==> src/rtl/usbd_regs_pkg.sv <==
`timescale 1ns/1ps
package usbd_regs_pkg;
  localparam int DW = 8;

  localparam int OFS_GLOBAL = 0;
  localparam int OFS_DEVCTL = 1;
  localparam int OFS_DEVADR = 2;
  localparam int OFS_ISTAT  = 3;
  localparam int OFS_IMASK  = 4;
  localparam int OFS_LINE   = 5;
  localparam int OFS_EP0    = 8;

  localparam int BIT_DONE = 0;
  localparam int BIT_CONN = 2;
  localparam int BIT_VBUS = 5;

  localparam int GLB_ROLE = 0;
  localparam int GLB_SOFT = 1;

  localparam logic [DW-1:0] MASK_RESET = 8'hFF;

  // The next status word. An event sets a bit and takes priority over a
  // software clear; a wipe overrides both.
  function automatic logic [DW-1:0] istat_next(input logic [DW-1:0] cur,
                                               input logic [DW-1:0] set,
                                               input logic [DW-1:0] clr,
                                               input logic          wipe);
    if (wipe) return '0;
    return set | (cur & ~clr);
  endfunction

  function automatic logic [DW-1:0] line_word(input logic vbus, input logic [1:0] conn);
    return {5'b00000, vbus, conn};
  endfunction
endpackage

==> src/rtl/usbd_evt_capture.sv <==
`timescale 1ns/1ps
module usbd_evt_capture
  import usbd_regs_pkg::*;
(
  input  logic          clk_i,
  input  logic          rst_ni,
  input  logic          wipe_i,
  input  logic [DW-1:0] clr_i,
  input  logic          txn_done_i,
  input  logic          bus_reset_i,
  input  logic          vbus_i,
  input  logic [1:0]    conn_i,
  output logic [DW-1:0] status_o,
  output logic [DW-1:0] line_o
);
  logic          vbus_q;
  logic [1:0]    conn_q;
  logic [DW-1:0] status_q;
  logic [DW-1:0] set_vec;
  logic [DW-1:0] clr_only;
  logic          vbus_chg;
  logic          conn_chg;

  assign vbus_chg = vbus_i ^ vbus_q;
  assign conn_chg = (conn_i != conn_q);

  always_comb begin
    set_vec           = '0;
    set_vec[BIT_DONE] = txn_done_i;
    set_vec[BIT_CONN] = bus_reset_i | conn_chg;
    set_vec[BIT_VBUS] = vbus_chg;
  end

  assign clr_only = clr_i & ~set_vec;

  always_ff @(posedge clk_i or negedge rst_ni) begin
    if (!rst_ni) begin
      vbus_q   <= 1'b0;
      conn_q   <= 2'b00;
      status_q <= '0;
    end else begin
      vbus_q   <= vbus_i;
      conn_q   <= conn_i;
      status_q <= istat_next(status_q, set_vec, clr_i, wipe_i);
    end
  end

  assign status_o = status_q;
  assign line_o   = line_word(vbus_q, conn_q);

  AST_EVENT_WINS: assert property (@(posedge clk_i) disable iff (!rst_ni)
    (!wipe_i && set_vec != '0) |=> ((status_q & $past(set_vec)) == $past(set_vec)));
  AST_W1C_CLEARS: assert property (@(posedge clk_i) disable iff (!rst_ni)
    (!wipe_i && clr_only != '0) |=> ((status_q & $past(clr_only)) == '0));
endmodule

==> src/rtl/usbd_ep_slot.sv <==
`timescale 1ns/1ps
module usbd_ep_slot (
  input  logic       clk_i,
  input  logic       rst_ni,
  input  logic       wipe_i,
  input  logic       wr_i,
  input  logic [1:0] wdata_i,
  input  logic       done_hit_i,
  output logic       en_o,
  output logic       rdy_o
);
  logic en_q;
  logic rdy_q;

  // Priority: wipe, then the software write, then the hardware ready clear.
  always_ff @(posedge clk_i or negedge rst_ni) begin
    if (!rst_ni) begin
      en_q  <= 1'b0;
      rdy_q <= 1'b0;
    end else if (wipe_i) begin
      en_q  <= 1'b0;
      rdy_q <= 1'b0;
    end else if (wr_i) begin
      en_q  <= wdata_i[0];
      rdy_q <= wdata_i[1];
    end else if (done_hit_i) begin
      rdy_q <= 1'b0;
    end
  end

  assign en_o  = en_q;
  assign rdy_o = rdy_q;

  AST_READY_DROPS: assert property (@(posedge clk_i) disable iff (!rst_ni)
    (done_hit_i && !wr_i && !wipe_i) |=> !rdy_q);
  AST_ENABLE_HOLDS: assert property (@(posedge clk_i) disable iff (!rst_ni)
    (done_hit_i && !wr_i && !wipe_i) |=> $stable(en_q));
  AST_ARM_WINS: assert property (@(posedge clk_i) disable iff (!rst_ni)
    (wr_i && wdata_i[1] && !wipe_i) |=> rdy_q);
endmodule

==> src/rtl/usbd_regbank.sv <==
`timescale 1ns/1ps
module usbd_regbank
  import usbd_regs_pkg::*;
#(
  parameter int NUM_EP = 4,
  parameter int ADR_W  = 4,
  localparam int EP_W  = (NUM_EP > 1) ? $clog2(NUM_EP) : 1
) (
  input  logic              clk_i,
  input  logic              rst_ni,
  input  logic              cyc_i,
  input  logic              stb_i,
  input  logic              we_i,
  input  logic [ADR_W-1:0]  adr_i,
  input  logic [DW-1:0]     dat_i,
  output logic [DW-1:0]     dat_o,
  output logic              ack_o,
  input  logic              txn_done_i,
  input  logic [EP_W-1:0]   txn_ep_i,
  input  logic              bus_reset_i,
  input  logic              vbus_i,
  input  logic [1:0]        conn_state_i,
  output logic [NUM_EP-1:0] ep_enable_o,
  output logic [NUM_EP-1:0] ep_ready_o,
  output logic [DW-1:0]     dev_addr_o,
  output logic [DW-1:0]     dev_ctrl_o,
  output logic              host_mode_o,
  output logic              irq_o
);
  logic          access;
  logic          wr_en;
  logic          rd_en;
  logic          wipe;
  logic [1:0]    glob_q;
  logic [DW-1:0] devctl_q;
  logic [DW-1:0] devadr_q;
  logic [DW-1:0] mask_q;
  logic [DW-1:0] clr_vec;
  logic [DW-1:0] status;
  logic [DW-1:0] line;
  logic [DW-1:0] rdata;

  assign access = cyc_i & stb_i;
  assign wr_en  = access & we_i;
  assign rd_en  = access & ~we_i;
  assign ack_o  = access;
  assign wipe   = glob_q[GLB_SOFT];

  always_ff @(posedge clk_i or negedge rst_ni) begin
    if (!rst_ni) begin
      glob_q   <= '0;
      devctl_q <= '0;
      devadr_q <= '0;
      mask_q   <= MASK_RESET;
    end else if (wipe) begin
      glob_q   <= '0;
      devctl_q <= '0;
      devadr_q <= '0;
      mask_q   <= MASK_RESET;
    end else if (wr_en) begin
      if (adr_i == ADR_W'(OFS_GLOBAL)) glob_q   <= dat_i[1:0];
      if (adr_i == ADR_W'(OFS_DEVCTL)) devctl_q <= dat_i;
      if (adr_i == ADR_W'(OFS_DEVADR)) devadr_q <= dat_i;
      if (adr_i == ADR_W'(OFS_IMASK))  mask_q   <= dat_i;
    end
  end

  assign clr_vec = (wr_en && adr_i == ADR_W'(OFS_ISTAT)) ? dat_i : '0;

  usbd_evt_capture u_evt (
    .clk_i       (clk_i),
    .rst_ni      (rst_ni),
    .wipe_i      (wipe),
    .clr_i       (clr_vec),
    .txn_done_i  (txn_done_i),
    .bus_reset_i (bus_reset_i),
    .vbus_i      (vbus_i),
    .conn_i      (conn_state_i),
    .status_o    (status),
    .line_o      (line)
  );

  for (genvar g = 0; g < NUM_EP; g++) begin : g_ep
    logic ep_wr;
    logic ep_hit;
    assign ep_wr  = wr_en && (adr_i == ADR_W'(OFS_EP0 + g));
    assign ep_hit = txn_done_i && (txn_ep_i == EP_W'(g));
    usbd_ep_slot u_slot (
      .clk_i      (clk_i),
      .rst_ni     (rst_ni),
      .wipe_i     (wipe),
      .wr_i       (ep_wr),
      .wdata_i    (dat_i[1:0]),
      .done_hit_i (ep_hit),
      .en_o       (ep_enable_o[g]),
      .rdy_o      (ep_ready_o[g])
    );
  end

  always_comb begin
    rdata = '0;
    case (adr_i)
      ADR_W'(OFS_GLOBAL): rdata = {6'b000000, glob_q};
      ADR_W'(OFS_DEVCTL): rdata = devctl_q;
      ADR_W'(OFS_DEVADR): rdata = devadr_q;
      ADR_W'(OFS_ISTAT):  rdata = status;
      ADR_W'(OFS_IMASK):  rdata = mask_q;
      ADR_W'(OFS_LINE):   rdata = line;
      default:            rdata = '0;
    endcase
    for (int i = 0; i < NUM_EP; i++) begin
      if (adr_i == ADR_W'(OFS_EP0 + i))
        rdata = {6'b000000, ep_ready_o[i], ep_enable_o[i]};
    end
  end

  assign dat_o       = rd_en ? rdata : '0;
  assign dev_addr_o  = devadr_q;
  assign dev_ctrl_o  = devctl_q;
  assign host_mode_o = glob_q[GLB_ROLE];
  assign irq_o       = |(status & mask_q);

  AST_SOFT_SELF_CLEAR: assert property (@(posedge clk_i) disable iff (!rst_ni)
    wipe |=> (glob_q == 2'b00 && devctl_q == '0 && mask_q == MASK_RESET));
  AST_IRQ_QUIET_AFTER_WIPE: assert property (@(posedge clk_i) disable iff (!rst_ni)
    wipe |=> !irq_o);
  AST_WRITE_LANDS: assert property (@(posedge clk_i) disable iff (!rst_ni)
    (wr_en && !wipe && adr_i == ADR_W'(OFS_DEVADR)) |=> (dev_addr_o == $past(dat_i)));
endmodule

==> config.mk <==
export PLATFORM = sky130hd
export DESIGN_NAME = usbd_regbank
export DESIGN_NICKNAME = d
export VERILOG_FILES = /design/src/rtl/usbd_regs_pkg.sv /design/src/rtl/usbd_evt_capture.sv /design/src/rtl/usbd_ep_slot.sv /design/src/rtl/usbd_regbank.sv
export SDC_FILE = /design/constraint.sdc
export NUM_CORES = 1
export LEC_CHECK = 0
export BUFFER_PORTS_ARGS = -buffer_cell sky130_fd_sc_hd__buf_2
export CORE_AREA = 2 2 75 77
export CTS_BUF_LIST = sky130_fd_sc_hd__clkbuf_8
export DETAILED_ROUTE_END_ITERATION = 8
export DIE_AREA = 0 0 77 79
export GPL_TIMING_DRIVEN = 0
export PLACE_DENSITY = 0.73
export SLEW_MARGIN = 20
export SYNTH_ARGS = -nofsm -noshare
export SYNTH_HDL_FRONTEND = slang
export SYNTH_SLANG_ARGS = --single-unit
==> constraint.sdc <==
create_clock -name clk_i -period 3.05 [get_ports clk_i]
set_clock_uncertainty 0.05 [all_clocks]
set_input_delay 0 -clock clk_i [delete_from_list [all_inputs] [get_ports clk_i]]
set_output_delay 0 -clock clk_i [all_outputs]
set_load 0.005 [all_outputs]
After elaboration in Yosys (flattened, before gate mapping)
Cells that the tools add are included.
{"block": "totals", "mem_count": 0, "wordCells": 110, "output_inout_bits": 35, "register_bits": 45, "inputBits": 24, "romBits": 0, "latchBits": 0, "ramBits": 0}
{"block": "classes", "shift": 0, "eq_ne": 13, "n_reduce_logical": 29, "div": 0, "multipliers": 0, "mux": 42, "n_lt_le_gt_ge": 0, "n_bitwise": 10, "n_addsub": 0}
{"op": "$mux W8", "count": 17}
{"op": "$pmux W8 S6", "count": 1}
{"op": "$mux W1", "count": 21}
{"op": "$reduce_bool A2 Y1", "count": 9}
{"op": "$and A8 B8 Y8", "count": 2}
{"op": "$eq A4 B4 Y1 const B", "count": 4}
{"op": "$reduce_bool A3 Y1", "count": 4}
{"op": "$logic_and A1 B1 Y1", "count": 9}
{"op": "$eq A4 B2 Y1 const B", "count": 2}
{"op": "$eq A4 B3 Y1 const B", "count": 2}
{"op": "$not A8 Y8", "count": 1}
{"op": "$or A6 B8 Y8", "count": 1}
{"op": "$reduce_and A2 Y1", "count": 4}
{"op": "$reduce_or A8 Y1", "count": 1}
{"op": "$mux W2", "count": 3}
{"op": "$eq A2 B2 Y1 const B", "count": 2}
{"op": "$eq A4 B1 Y1 const B", "count": 1}
{"op": "$logic_not A4 Y1", "count": 1}
{"op": "$and A1 B1 Y1", "count": 3}
{"op": "$eq A2 B1 Y1 const B", "count": 1}
{"op": "$logic_not A2 Y1", "count": 1}
{"op": "$ne A2 B2 Y1", "count": 1}
{"op": "$not A1 Y1", "count": 1}
{"op": "$or A1 B1 Y1", "count": 1}
{"op": "$xor A1 B1 Y1", "count": 1}

Longest topological paths before layout
Gate-level depths: netlist of run 1.
{"block": "logic_depth", "ltp_word": 8, "ltp_mapped": 6, "mapped_depth_nobuf": 4}

Cells and area by module
Synthesis of run 1 repeated with hierarchy kept, for this count alone.
{"block": "hier_totals", "hier_cells": 249, "hier_area_um2": 2544.9}
{"mod": "usbd_regbank", "n_inst": 1, "area_each_um2": 1775.5, "cells_per_inst": 186, "seq_area_each_um2": 660.6}
{"mod": "usbd_evt_capture", "n_inst": 1, "area_each_um2": 444.2, "cells_per_inst": 35, "seq_area_each_um2": 275.3}
{"mod": "usbd_ep_slot", "n_inst": 4, "area_each_um2": 81.3, "cells_per_inst": 7, "seq_area_each_um2": 50.0}

Worst setup path after synthesis of run 1
OpenSTA, ideal clock, no wires.
{"block": "synth_timing", "path_kind": "in2reg", "startpoint": "input adr_i[3]", "endpoint": "register glob_q[0]", "n_path_buf": 1, "arrival_time_ns": 1.027, "path_slack_ns": 1.841, "setup_time_ns": 0.132, "stages": 5, "required_time_ns": 2.868, "cell_sequence": "or2_1 buf_6 or4_4 mux2i_1 nor2_1"}
{"block": "synth_via", "elab_chain_len": 3}
{"item": "start: declaration", "line": "usbd_regbank.sv:14", "rtl": "input logic [ADR_W-1:0] adr_i,"}
{"item": "$logic_not A4 Y1", "line": "usbd_regbank.sv:61", "rtl": "if (adr_i == ADR_W'(OFS_GLOBAL)) glob_q <= dat_i[1:0];"}
{"item": "$reduce_bool A2 Y1 (no source line)"}
{"item": "$reduce_and A2 Y1 (no source line)"}
{"item": "end signal: assignment", "line": "usbd_regbank.sv:61"}
{"item": "end: declaration", "line": "usbd_regbank.sv:34", "rtl": "logic [1:0] glob_q;"}
No other way between the ends.
A chain may end at the register's enable or synchronous reset.

Worst setup path after layout of run 1
{"block": "layout_timing", "startpoint": "register glob_q[1]", "endpoint": "register u_evt.status_q[2], in the netlist u_evt.status_o[2]"}
{"block": "layout_via", "elab_chain_len": 2}
{"item": "$mux W1", "line": "usbd_regs_pkg.sv:28", "rtl": "if (wipe) return '0;"}
{"item": "$mux W8", "line": "usbd_regs_pkg.sv:29", "rtl": "return set | (cur & ~clr);"}
{"item": "end signal: assignment", "line": "usbd_evt_capture.sv:44", "rtl": "status_q <= istat_next(status_q, set_vec, clr_i, wipe_i);"}
{"item": "end: declaration", "line": "usbd_evt_capture.sv:18", "rtl": "logic [DW-1:0] status_q;"}
No other way between the ends.

==> qor.yml, run 1 <==
outcome:
  status: "complete, no violations"
placement:
  portBuffers: 56
  post-place-ws_ns: 1.35
  dpl.hpwl_mm: 4.73
  gp_congestion: 0.874
logic_synthesis:
  synth_compound_area_share_pct: 15.5
  yosys.area.top_type: "dfrtp_1"
  synth.mux.area_fraction_pct: 13.6
  synth_warnings: 0
  synth.top_cell.area_share_pct: 36.2
  syn_area_per_cell_um2: 10.2
  synth_simple_gate_area_share_pct: 19.9
  synth_flop_cell: "dfrtp_1"
  synth_area_leaders: "dfrtp_1 36%, mux2i_1 11%, dfstp_2 8.2%"
  synth.distinct_cells: 48
  syn_area_um2: 2560
  syn-instance-count: 250
  ys_seq_elements: 45
  synth_top_family_by_area: "simple AND/OR/NAND/NOR gates"
  syn-num-nets: 274
  synthArstFlopShare_pct: 100
  synth-edff-count: 0
  synth_seq_area_share_pct: 44.4
  synthXorXnorAreaFrac_pct: 1.03
  synthAdderAreaFrac_pct: 0
timing:
  worst_slack_ns: 1.25
  slew_headroom_pct: 53.5
  worstMarginPinSlew_ns: 0.694
  setup_viol: 0
  finalCritPeriodShare_pct: 59.2
  fmax_mhz: 554
  setup_tns_ns: 0
  finalMaxSlewViolations: 0
  rsz0062_at_grt: "no"
  finalCriticalPeriod_ns: 1.80
  final_hold_viol_count: 0
power:
  irDropWorstVdd_uv: 270
  power.share.switching_pct: 28.5
  power_density_nw_per_um2: 459
  pwr-share-clk_pct: 26.0
  p_switching_uw: 414
  p_seq_share_pct: 52.3
  p_comb_share_pct: 21.6
  leakagePower_nw: 1.55
  intPower_mw: 1.04
  p_total_mw: 1.45
critical_path:
  path_cells: "clkbuf_1 -> a21oi_1 -> dlygate4sd3_1"
  critical_path_class: "reg -> reg"
  cp_max_fo: 10
  cp-start-kind: "register"
  crit_slowest_cell: "dlygate4sd3_1"
  arrival_ns: 1.94
  cp_top_family: "buffers and inverters"
  critPathBufInv: 2
  crit_required_ns: 3.19
  end_kind: "register"
  slowest_delay_ns: 0.59
die:
  ios: 59
  start_util_pct: 47.9
  die_width_um: 77
  die_area_um2: 6080
  core_area_um2: 5340
  rows: 27
  die_y_um: 79
cells_and_area:
  final_nets: 351
  n_antenna_cell: 0
  drive_gt1_share_pct: 29.0
  syn_to_final_growth_pct: 23.9
detailed_routing:
  drcViolationCount: 0
  drtAntennaViolNets: 0
  first_iter_violations: 138
  wl_mm: 6.62
  viasPerCell: 5.40
  num_vias: 2160
  wl_per_cell_um: 16.6
  dr.pass1.iters: 4
clocking:
  cts_setup_buffers: 0
  cts.path.max_buffers: 2
  cts_made_buffers: 5
  ctsRootBufferMaster: "clkbuf_8"
  clk_pin_slew_worst_paths_ns: 0.09
  htree_levels: 2
  cts_tree: "built"
  post_cts_resize_count: 0
  clock_sinks: 45
  clock_latency_ns: 0.30
run:
  cap_violations: 0
worst_hold_path:
  hold_class: "in -> reg"
grt:
  grt_first_pass_wirelength_mm: 10.7
  grt_overflow: 0
  grt_pass1_vias: 2059
  grt_max_degree: 46
  antenna_found_initial: 0
  grt_usage_pct: 22.7
==> final timing paths <==
path	startpoint	slack, ns	cells past startpoint	end
max	glob_q[1]	1.25	3	u_evt.status_o[2]
max reg2reg	glob_q[1]	1.25	3	u_evt.status_o[2]
min	txn_ep_i[1]	0.04	4	g_ep[3].u_slot.rdy_o
max in group asynchronous	rst_ni	2.33	3	mask_q[6]
min in group asynchronous	rst_ni	0.06	2	u_evt.conn_q[0]
min reg2reg	dev_addr_o[3]	0.49	2	dev_addr_o[3]
==> per-stage QoR <==
step | cells | hold WS [ns] | utilization, % | cell area (um2)
6_report | 400 | 0.0420 | 59.4 | 3170
3_5_place_dp | 378 | 0.0848 | 54.9 | 2930
2_1_floorplan | 250 | -0.346 | - | 2560
4_1_cts | 399 | 0.0310 | 59.0 | 3150
5_1_grt | 400 | 0.0495 | 59.4 | 3170
3_3_place_gp | 378 | 0.0833 | 54.9 | 2930
==> cell type report <==
| class | count | area [um2] |
|---|---|---|
| Fill cell | 498 | 2170 |
| Multi-Input combinational cell | 181 | 1280 |
| Sequential cell | 45 | 1140 |
| Timing Repair Buffer | 70 | 430 |
| Buffer | 22 | 135 |
| Tap cell | 72 | 90.1 |
| Clock buffer | 6 | 82.6 |
| Clock inverter | 2 | 7.51 |
| Inverter | 2 | 7.51 |
==> flip-flops by register name, indices dropped and copies added, names as in the netlist <==
| signal | flops |
|---|---|
| dev_ctrl_o | 8 |
| dev_addr_o | 8 |
| glob_q | 2 |
| u_evt.status_o | 8 |
| u_evt.conn_q | 2 |
| g_ep.u_slot.en_o | 4 |
| g_ep.u_slot.rdy_o | 4 |
| u_evt.vbus_q | 1 |
| mask_q | 8 |
==> cells in the final DEF (no fill, tap or decap), drive strengths merged, types with 2 or more instances in the layout <==
| cell type | synthesis | layout |
|---|---|---|
| a211o | 8 | 8 |
| a21bo | 3 | 3 |
| a21oi | 13 | 13 |
| a22o | 5 | 5 |
| a22oi | 9 | 9 |
| a2bb2oi | 2 | 2 |
| a31oi | 2 | 2 |
| and2b | 2 | 2 |
| and3b | 2 | 2 |
| buf | 16 | 73 |
| clkbuf | 6 | 12 |
| dfrtp | 37 | 37 |
| dfstp | 8 | 8 |
| dlygate4sd3 | 0 | 13 |
| inv | 2 | 4 |
| mux2 | 5 | 5 |
| mux2i | 27 | 27 |
| nand2 | 11 | 11 |
| nand2b | 12 | 12 |
| nand3 | 2 | 2 |
| nand3b | 2 | 2 |
| nor2 | 34 | 34 |
| nor2b | 10 | 10 |
| nor3 | 7 | 7 |
| o21ai | 5 | 5 |
| o22ai | 2 | 2 |
| o31a | 3 | 3 |
| or2 | 2 | 2 |
| or4 | 2 | 2 |
| xor2 | 2 | 2 |
==> synth_stat cells (all sizes together), types with 2 or more instances <==
library cell / number
o22ai: 2
and3b: 2
mux2: 5
or4: 2
clkbuf: 6
o21ai: 5
nor2: 34
a211o: 8
dfrtp: 37
nand2: 11
nand2b: 12
a22o: 5
a22oi: 9
a2bb2oi: 2
mux2i: 27
or2: 2
nand3: 2
a21bo: 3
a31oi: 2
inv: 2
nand3b: 2
buf: 16
nor2b: 10
and2b: 2
nor3: 7
a21oi: 13
o31a: 3
xor2: 2
dfstp: 8
==> kinds of logic (layout without fill, tap and decap cells) <==
group,after synthesis,count (layout)
DFF,45,45
muxes,33,33
buffers and inverters,24,102
AOI/OAI and AO/OA,55,55
xor gates and xnor gates,3,3
and+or+nand+nor,90,90
==> power by group through the flow <==
stage	Sequential (mW)	Clock [mW]	Combinational (mW)
floorplan	0.751	0	0.191
global placement	0.769	0	0.294
detailed placement	0.771	0	0.302
CTS	0.760	0.384	0.314
global route	0.770	0.418	0.351
finish	0.761	0.379	0.315
==> worst reg2reg max path, cell delays in order, from the launching register on <==
cell and delay, ns:
dfrtp_1 0.51, clkbuf_1 0.47, a21oi_1 0.08, dlygate4sd3_1 0.59
==> routing by layer <==
layer / wire [um] / global-route usage, %
met1: 2960 / 31.9
met2: 3210 / 35.8
met3: 400 / 3.86
met4: 51 / 8.21
met5: 0 / 0
==> what timing repair did <==
| item | CTS | global route |
|---|---|---|
| hold buffers | 13 | 0 |
| endpoints found under the hold margin | 65 | 0 |
| endpoints found under the setup margin | 0 | 0 |
No activity file was read; power rests on OpenSTA's default activity.
==> run 2: changes to the inputs <==
==> constraint.sdc (replaced) <==
create_clock -name clk_i -period 1.79 [get_ports clk_i]
set_clock_uncertainty 0.05 [all_clocks]
set_input_delay 0 -clock clk_i [delete_from_list [all_inputs] [get_ports clk_i]]
set_output_delay 0 -clock clk_i [all_outputs]
set_load 0.005 [all_outputs]
==> run 2 against run 1 <==
Sequential share of layout area is 0.085 points higher. Flip-flop and latch count stayed put. Combinational power is 70% higher. Clock-buffer cell count stayed put. Total power is 71% higher. Clock power is 71% higher. Sequential power is 71% higher. Utilization is 0.14 points lower. Final cell count is 0.25% lower. First-iteration DRC count is 3.6% lower. Die area stayed put. Register-to-register slack worse by 0.98 ns. Critical path type is now reg -> out. Largest power group unchanged.
==> qor.yml, run 2 (synthesized netlist as in run 1, its figures left out) <==
cells_and_area:
  final_common_cell: "buf_2"  # unchanged
  fillers: 494  # was 498
  layout_common_cells: "59 x buf_2, 37 x dfrtp_1, 34 x nor2_1, 27 x mux2i_1, 13 x a21oi_1"  # was 59 x buf_2, 37 x dfrtp_1, 34 x nor2_1, 27 x mux2i_1
  utilization_pct: 59.2  # was 59.4%
  final_nets: 350  # was 351
  syn_to_final_growth_pct: 23.6  # was 23.9%
  drive_gt1_share_pct: 29.7  # was 29.0%
  final_area_um2: 3160  # was 3170 um2
  n_antenna_cell: 0  # unchanged
power:
  intPower_mw: 1.77  # was 1.04 mW
  leakagePower_nw: 1.55  # about the same
  p_seq_share_pct: 52.3  # about the same
  p_switching_uw: 708  # was 414 uW
  power_density_nw_per_um2: 785  # was 459 nW/um2
  irDropWorstVdd_uv: 458  # was 270 uV
  power.share.switching_pct: 28.5  # about the same
  p_comb_share_pct: 21.6  # about the same
  pwr-share-clk_pct: 26.1  # was 26.0%
critical_path:
  cp_max_fo: 3  # was 10
  crit_required_ns: 1.74  # was 3.19 ns
  cp-startpoint: "u_evt.status_o[6]"  # was glob_q[1]
  end_kind: "output pin"  # was register
  r2r-start: "glob_q[1]"  # unchanged
  cp-start-kind: "register"  # unchanged
  critical_path_class: "reg -> out"  # was reg -> reg
  arrival_ns: 1.60  # was 1.94 ns
clocking:
  cts.path.max_buffers: 2  # unchanged
  clock_sinks: 45  # unchanged
  htree_levels: 2  # unchanged
  cts_tree: "built"  # unchanged
  cts_made_buffers: 5  # unchanged
  clk_pin_slew_worst_paths_ns: 0.09  # about the same
  clock_latency_ns: 0.30  # about the same
  ctsRootBufferMaster: "clkbuf_8"  # unchanged
  cts_setup_buffers: 0  # unchanged
detailed_routing:
  wl_mm: 6.62  # about the same
  first_iter_violations: 133  # was 138
  wl_per_cell_um: 16.6  # about the same
  num_vias: 2159  # was 2,160
  drtAntennaViolNets: 0  # unchanged
  dr.pass1.iters: 4  # unchanged
  drcViolationCount: 0  # unchanged
  viasPerCell: 5.41  # was 5.40
placement:
  dpl.hpwl_mm: 4.73  # unchanged
  portBuffers: 56  # unchanged
  gp_congestion: 0.874  # unchanged
  placed_area_um2: 2930  # unchanged
timing:
  fmax_mhz: 607
  setup_tns_ns: 0  # unchanged
  finalMaxSlewViolations: 0  # unchanged
  final_hold_viol_count: 0  # unchanged
  hold_slack_ns: 0.0369  # was 0.0420 ns
  rsz0062_at_grt: "no"  # unchanged
  setup_viol: 0  # unchanged
  slew_headroom_pct: 54.7  # was 53.5%
  finalCritPeriodShare_pct: 92.0
  worstMarginPinSlew_ns: 0.676  # was 0.694 ns
  finalCriticalPeriod_ns: 1.65
grt:
  antenna_found_initial: 0  # unchanged
  grt_first_pass_wirelength_mm: 10.7  # about the same
  grt_overflow: 0  # unchanged
  grt_pass1_vias: 2050  # was 2,059
  grt_max_degree: 46  # unchanged
  grt_usage_pct: 22.7  # about the same
die:
  die_area_um2: 6080  # unchanged
  core_area_um2: 5340  # unchanged
  ios: 59  # unchanged
  start_util_pct: 47.9  # unchanged
  die_y_um: 79  # unchanged
  die_width_um: 77  # unchanged
  rows: 27  # unchanged
worst_hold_path:
  hp-start: "txn_ep_i[0]"  # was txn_ep_i[1]
  hold_class: "in -> reg"  # unchanged
outcome:
  status: "complete, no violations"  # unchanged
run:
  cap_violations: 0  # unchanged
==> run 2: power by group through the flow <==
stage               clock network, mW  logic, mW  registers, mW
finish                          0.648      0.536           1.30
global route                    0.713      0.598           1.31
CTS                             0.655      0.535           1.30
detailed placement                  0      0.514           1.31
global placement                    0      0.502           1.31
floorplan                           0      0.325           1.28
==> run 2: critical path: stages, from the launching register on <==
cell	delay (ns)
dfrtp_1	0.40
mux2_1	0.30
a22o_1	0.23
a22oi_1	0.19
nor2_1	0.06
buf_2	0.13
==> run 2: through the flow <==
| stage | instances | power [mW] | setup WS, ns |
|---|---|---|---|
| 6_report | 399 | 2.48 | 0.143 |
| 5_1_grt | 399 | 2.62 | 0.0631 |
| 4_1_cts | 398 | 2.49 | 0.0956 |
| 3_5_place_dp | 378 | 1.83 | 0.0925 |
| 3_3_place_gp | 378 | 1.81 | 0.115 |
| 2_1_floorplan | 250 | 1.60 | 0.581 |
==> run 2: path summary, 6_finish.rpt <==
| kind | end | slack [ns] | depth (start not counted) |
|---|---|---|---|
| max | dat_o[6] | 0.14 | 5 |
| min | g_ep[3].u_slot.rdy_o | 0.04 | 4 |
| max reg2reg | dev_ctrl_o[5] | 0.27 | 3 |
| min reg2reg | dev_addr_o[3] | 0.49 | 2 |
| max in group asynchronous | mask_q[6] | 1.07 | 3 |
| min in group asynchronous | dev_ctrl_o[1] | 0.06 | 2 |
==> run 2: metal layers <==
layer	up-vias	track usage (%)	wire [um]	share of wire, %
li1	1036	-	-	-
met4	0	8.21	82	1.2
met3	6	3.86	349	5.3
met2	65	35.6	3230	49
met5	-	0	0	0
met1	1052	31.9	2960	45
==> run 2: cell type report <==
class	instances	area (um2)	area share (%)
Buffer	22	138	4.35
Tap cell	72	90.1	2.85
Sequential cell	45	1140	35.9
Timing Repair Buffer	69	420	13.3
Clock buffer	6	82.6	2.61
Clock inverter	2	7.51	0.237
Multi-Input combinational cell	181	1280	40.5
Inverter	2	7.51	0.237
==> run 2: repair_timing <==
action | CTS | global route
hold endpoints to repair | 65 | 0
hold buffers | 12 | 0
endpoints found under the setup margin | 0 | 19
resized for setup | 0 | 2
==> run 3: changes to the inputs <==
--- a/config.mk
+++ b/config.mk
@@ -11,7 +11,7 @@
 export DETAILED_ROUTE_END_ITERATION = 8
 export DIE_AREA = 0 0 77 79
 export GPL_TIMING_DRIVEN = 0
-export PLACE_DENSITY = 0.73
+export PLACE_DENSITY = 0.76
 export SLEW_MARGIN = 20
 export SYNTH_ARGS = -nofsm -noshare
 export SYNTH_HDL_FRONTEND = slang
==> constraint.sdc (replaced) <==
create_clock -name clk_i -period 1.4 [get_ports clk_i]
set_clock_uncertainty 0.05 [all_clocks]
set_input_delay 0 -clock clk_i [delete_from_list [all_inputs] [get_ports clk_i]]
set_output_delay 0 -clock clk_i [all_outputs]
set_load 0.005 [all_outputs]
==> run 3 against run 2 <==
The run now ends with setup timing left. Critical path depth did not move. Wire length rose by 7.5%. Worst hold slack got worse by 0.014 ns. Total power rose by 40%. Flip-flop and latch count did not move. Final cell count rose by 3.3%.
==> qor.yml, run 3 (synthesized netlist as in run 1, its figures left out) <==
outcome:
  status: "complete, but fails checks"  # was complete, no violations
  violations: "setup timing"
clocking:
  ctsRootBufferMaster: "clkbuf_8"  # unchanged
  clock_latency_ns: 0.30  # about the same
  cts_tree: "built"  # unchanged
  clk_pin_slew_worst_paths_ns: 0.08  # was 0.09 ns
  htree_levels: 2  # unchanged
  cts_made_buffers: 5  # unchanged
  cts.path.max_buffers: 2  # unchanged
  clock_sinks: 45  # unchanged
timing:
  finalCritPeriodShare_pct: 112
  worstMarginPinSlew_ns: 0.973  # was 0.676 ns
  fmax_mhz: 640
  hold_slack_ns: 0.0230  # was 0.0369 ns
  slew_headroom_pct: 35.1  # was 54.7%
  worst_slack_ns: -0.162  # was 0.143 ns
  finalCriticalPeriod_ns: 1.56
  final_hold_viol_count: 0  # unchanged
  finalMaxSlewViolations: 0  # unchanged
  setup_viol: 8  # was 0
  rsz0062_at_grt: "yes"  # was no
grt:
  grt_max_degree: 46  # unchanged
  grt_pass1_vias: 2168  # was 2,050
  antenna_found_initial: 0  # unchanged
  grt_overflow: 0  # unchanged
  grt_first_pass_wirelength_mm: 11.4  # was 10.7 mm
  grt_usage_pct: 24.1  # was 22.7%
detailed_routing:
  first_iter_violations: 127  # was 133
  wl_per_cell_um: 17.3  # was 16.6 um
  num_vias: 2251  # was 2,159
  drcViolationCount: 0  # unchanged
  wl_mm: 7.12  # was 6.62 mm
  dr.pass1.iters: 4  # unchanged
  drtAntennaViolNets: 0  # unchanged
  viasPerCell: 5.46  # was 5.41
critical_path:
  crit_required_ns: 1.35  # was 1.74 ns
  end_kind: "output pin"  # unchanged
  crit_slowest_cell: "dfrtp_1"  # unchanged
  r2r-end: "u_evt.status_o[3]"  # was dev_ctrl_o[5]
  arrival_ns: 1.51  # was 1.60 ns
  rrSetupSlack_ns: 0.13  # was 0.27 ns
  critical_path_class: "reg -> out"  # unchanged
  cp-start-kind: "register"  # unchanged
  slowest_delay_ns: 0.41  # was 0.40 ns
  cp_max_fo: 2  # was 3
  path_cells: "mux2_4 -> a22o_1 -> a22oi_2 -> nor2_1 -> buf_2"  # was mux2_1 -> a22o_1 -> a22oi_1 -> nor2_1 -> buf_2
  r2r_cells: 5  # was 3
  r2r-start: "glob_q[1]"  # unchanged
cells_and_area:
  final_common_cell: "buf_2"  # unchanged
  layout_common_cells: "61 x buf_2, 36 x dfrtp_1, 34 x nor2_1, 27 x mux2i_1, 22 x buf_4"  # was 59 x buf_2, 37 x dfrtp_1, 34 x nor2_1, 27 x mux2i_1, 13 x a21oi_1
  n_antenna_cell: 0  # unchanged
  drive_gt1_share_pct: 37.1  # was 29.7%
  syn_to_final_growth_pct: 30.2  # was 23.6%
  final_nets: 363  # was 350
die:
  ios: 59  # unchanged
  rows: 27  # unchanged
  die_area_um2: 6080  # unchanged
  core_area_um2: 5340  # unchanged
  start_util_pct: 47.9  # unchanged
  die_width_um: 77  # unchanged
  die_y_um: 79  # unchanged
placement:
  post-place-ws_ns: -0.278  # was 0.0925 ns
  gp_congestion: 0.871  # was 0.874
  portBuffers: 56  # unchanged
  dpl.hpwl_mm: 4.75  # was 4.73 mm
run:
  cap_violations: 0  # unchanged
worst_hold_path:
  min_to: "g_ep[3].u_slot.rdy_o"  # unchanged
  hold_class: "in -> reg"  # unchanged
  holdPathStages: 4  # unchanged
  hp-start: "txn_ep_i[1]"  # was txn_ep_i[0]
power:
  irDropWorstVdd_uv: 686  # was 458 uV
  power_density_nw_per_um2: 1040  # was 785 nW/um2
  leakagePower_nw: 1.65  # was 1.55 nW
run 3: changes by cell type in the layout (fill, tap and decap cells not counted), sizes merged:
cell,before,now
inv,4,3
bufinv,0,1
buf,71,87
clkinv,0,1
clkbuf,14,10
run 3: worst max-delay path by stage:
stage / from / to / slack (ns) / cells past startpoint
floorplan: adr_i[3] / glob_q[0] / 0.19 / 5
global placement: glob_q[1] / dev_ctrl_o[5] / -0.26 / 3
detailed placement: glob_q[1] / g_ep[1].u_slot.en_o / -0.28 / 3
CTS: u_evt.status_o[5] / dat_o[5] / -0.17 / 5
global route: u_evt.status_o[6] / dat_o[6] / -0.23 / 5
finish: u_evt.status_o[4] / dat_o[4] / -0.16 / 5
run 3: per-stage QoR:
stage / setup TNS [ns] / cells / util (%) / power, mW / cell area [um2]
after global routing: -1.63 / 412 / 62.4 / 3.65 / 3330
after CTS: -0.951 / 410 / 61.3 / 3.41 / 3270
final: -0.960 / 412 / 62.4 / 3.47 / 3330
after global placement: -6.65 / 378 / 54.9 / 2.31 / 2930
after floorplan: 0 / 250 / - / 2.05 / 2560
after detailed placement: -7.46 / 378 / 54.9 / 2.34 / 2930
run 3: cell type report:
class	instances	area, um2
Buffer	21	135
Clock buffer	5	68.8
Clock inverter	3	38.8
Fill cell	451	2010
Inverter	2	7.51
Multi-Input combinational cell	181	1330
Sequential cell	45	1140
Tap cell	72	90.1
Timing Repair Buffer	83	520
run 3: routing by layer:
metal	part of all wire (%)	track usage [%]	vias up
met2	48	39.6	70
met3	4.9	4.55	16
li1	-	-	1065
met4	2.2	7.68	0
met5	0	0	-
met1	45	32.6	1100
run 3: what timing repair did:
item,in CTS,in global routing
endpoints found under the hold margin,65,0
buffers inserted,13,5
pin swaps,7,10
resized for setup,10,9
hold buffers,12,0
endpoints found under the setup margin,28,9
run 3: power by group:
group          total (mW)  internal [mW]  switching, mW
sequential           1.66           1.51          0.154
clock               0.966          0.523          0.444
combinational       0.841          0.468          0.374
run 3: worst max-delay path: cells and delay by family (launching register included):
kind	cells	cell delay, ns
AND/OR/NAND/NOR	1	0.07
buffers and inverters	1	0.13
multiplexers	1	0.26
flip-flops	1	0.41
AO/OA/AOI/OAI	2	0.34
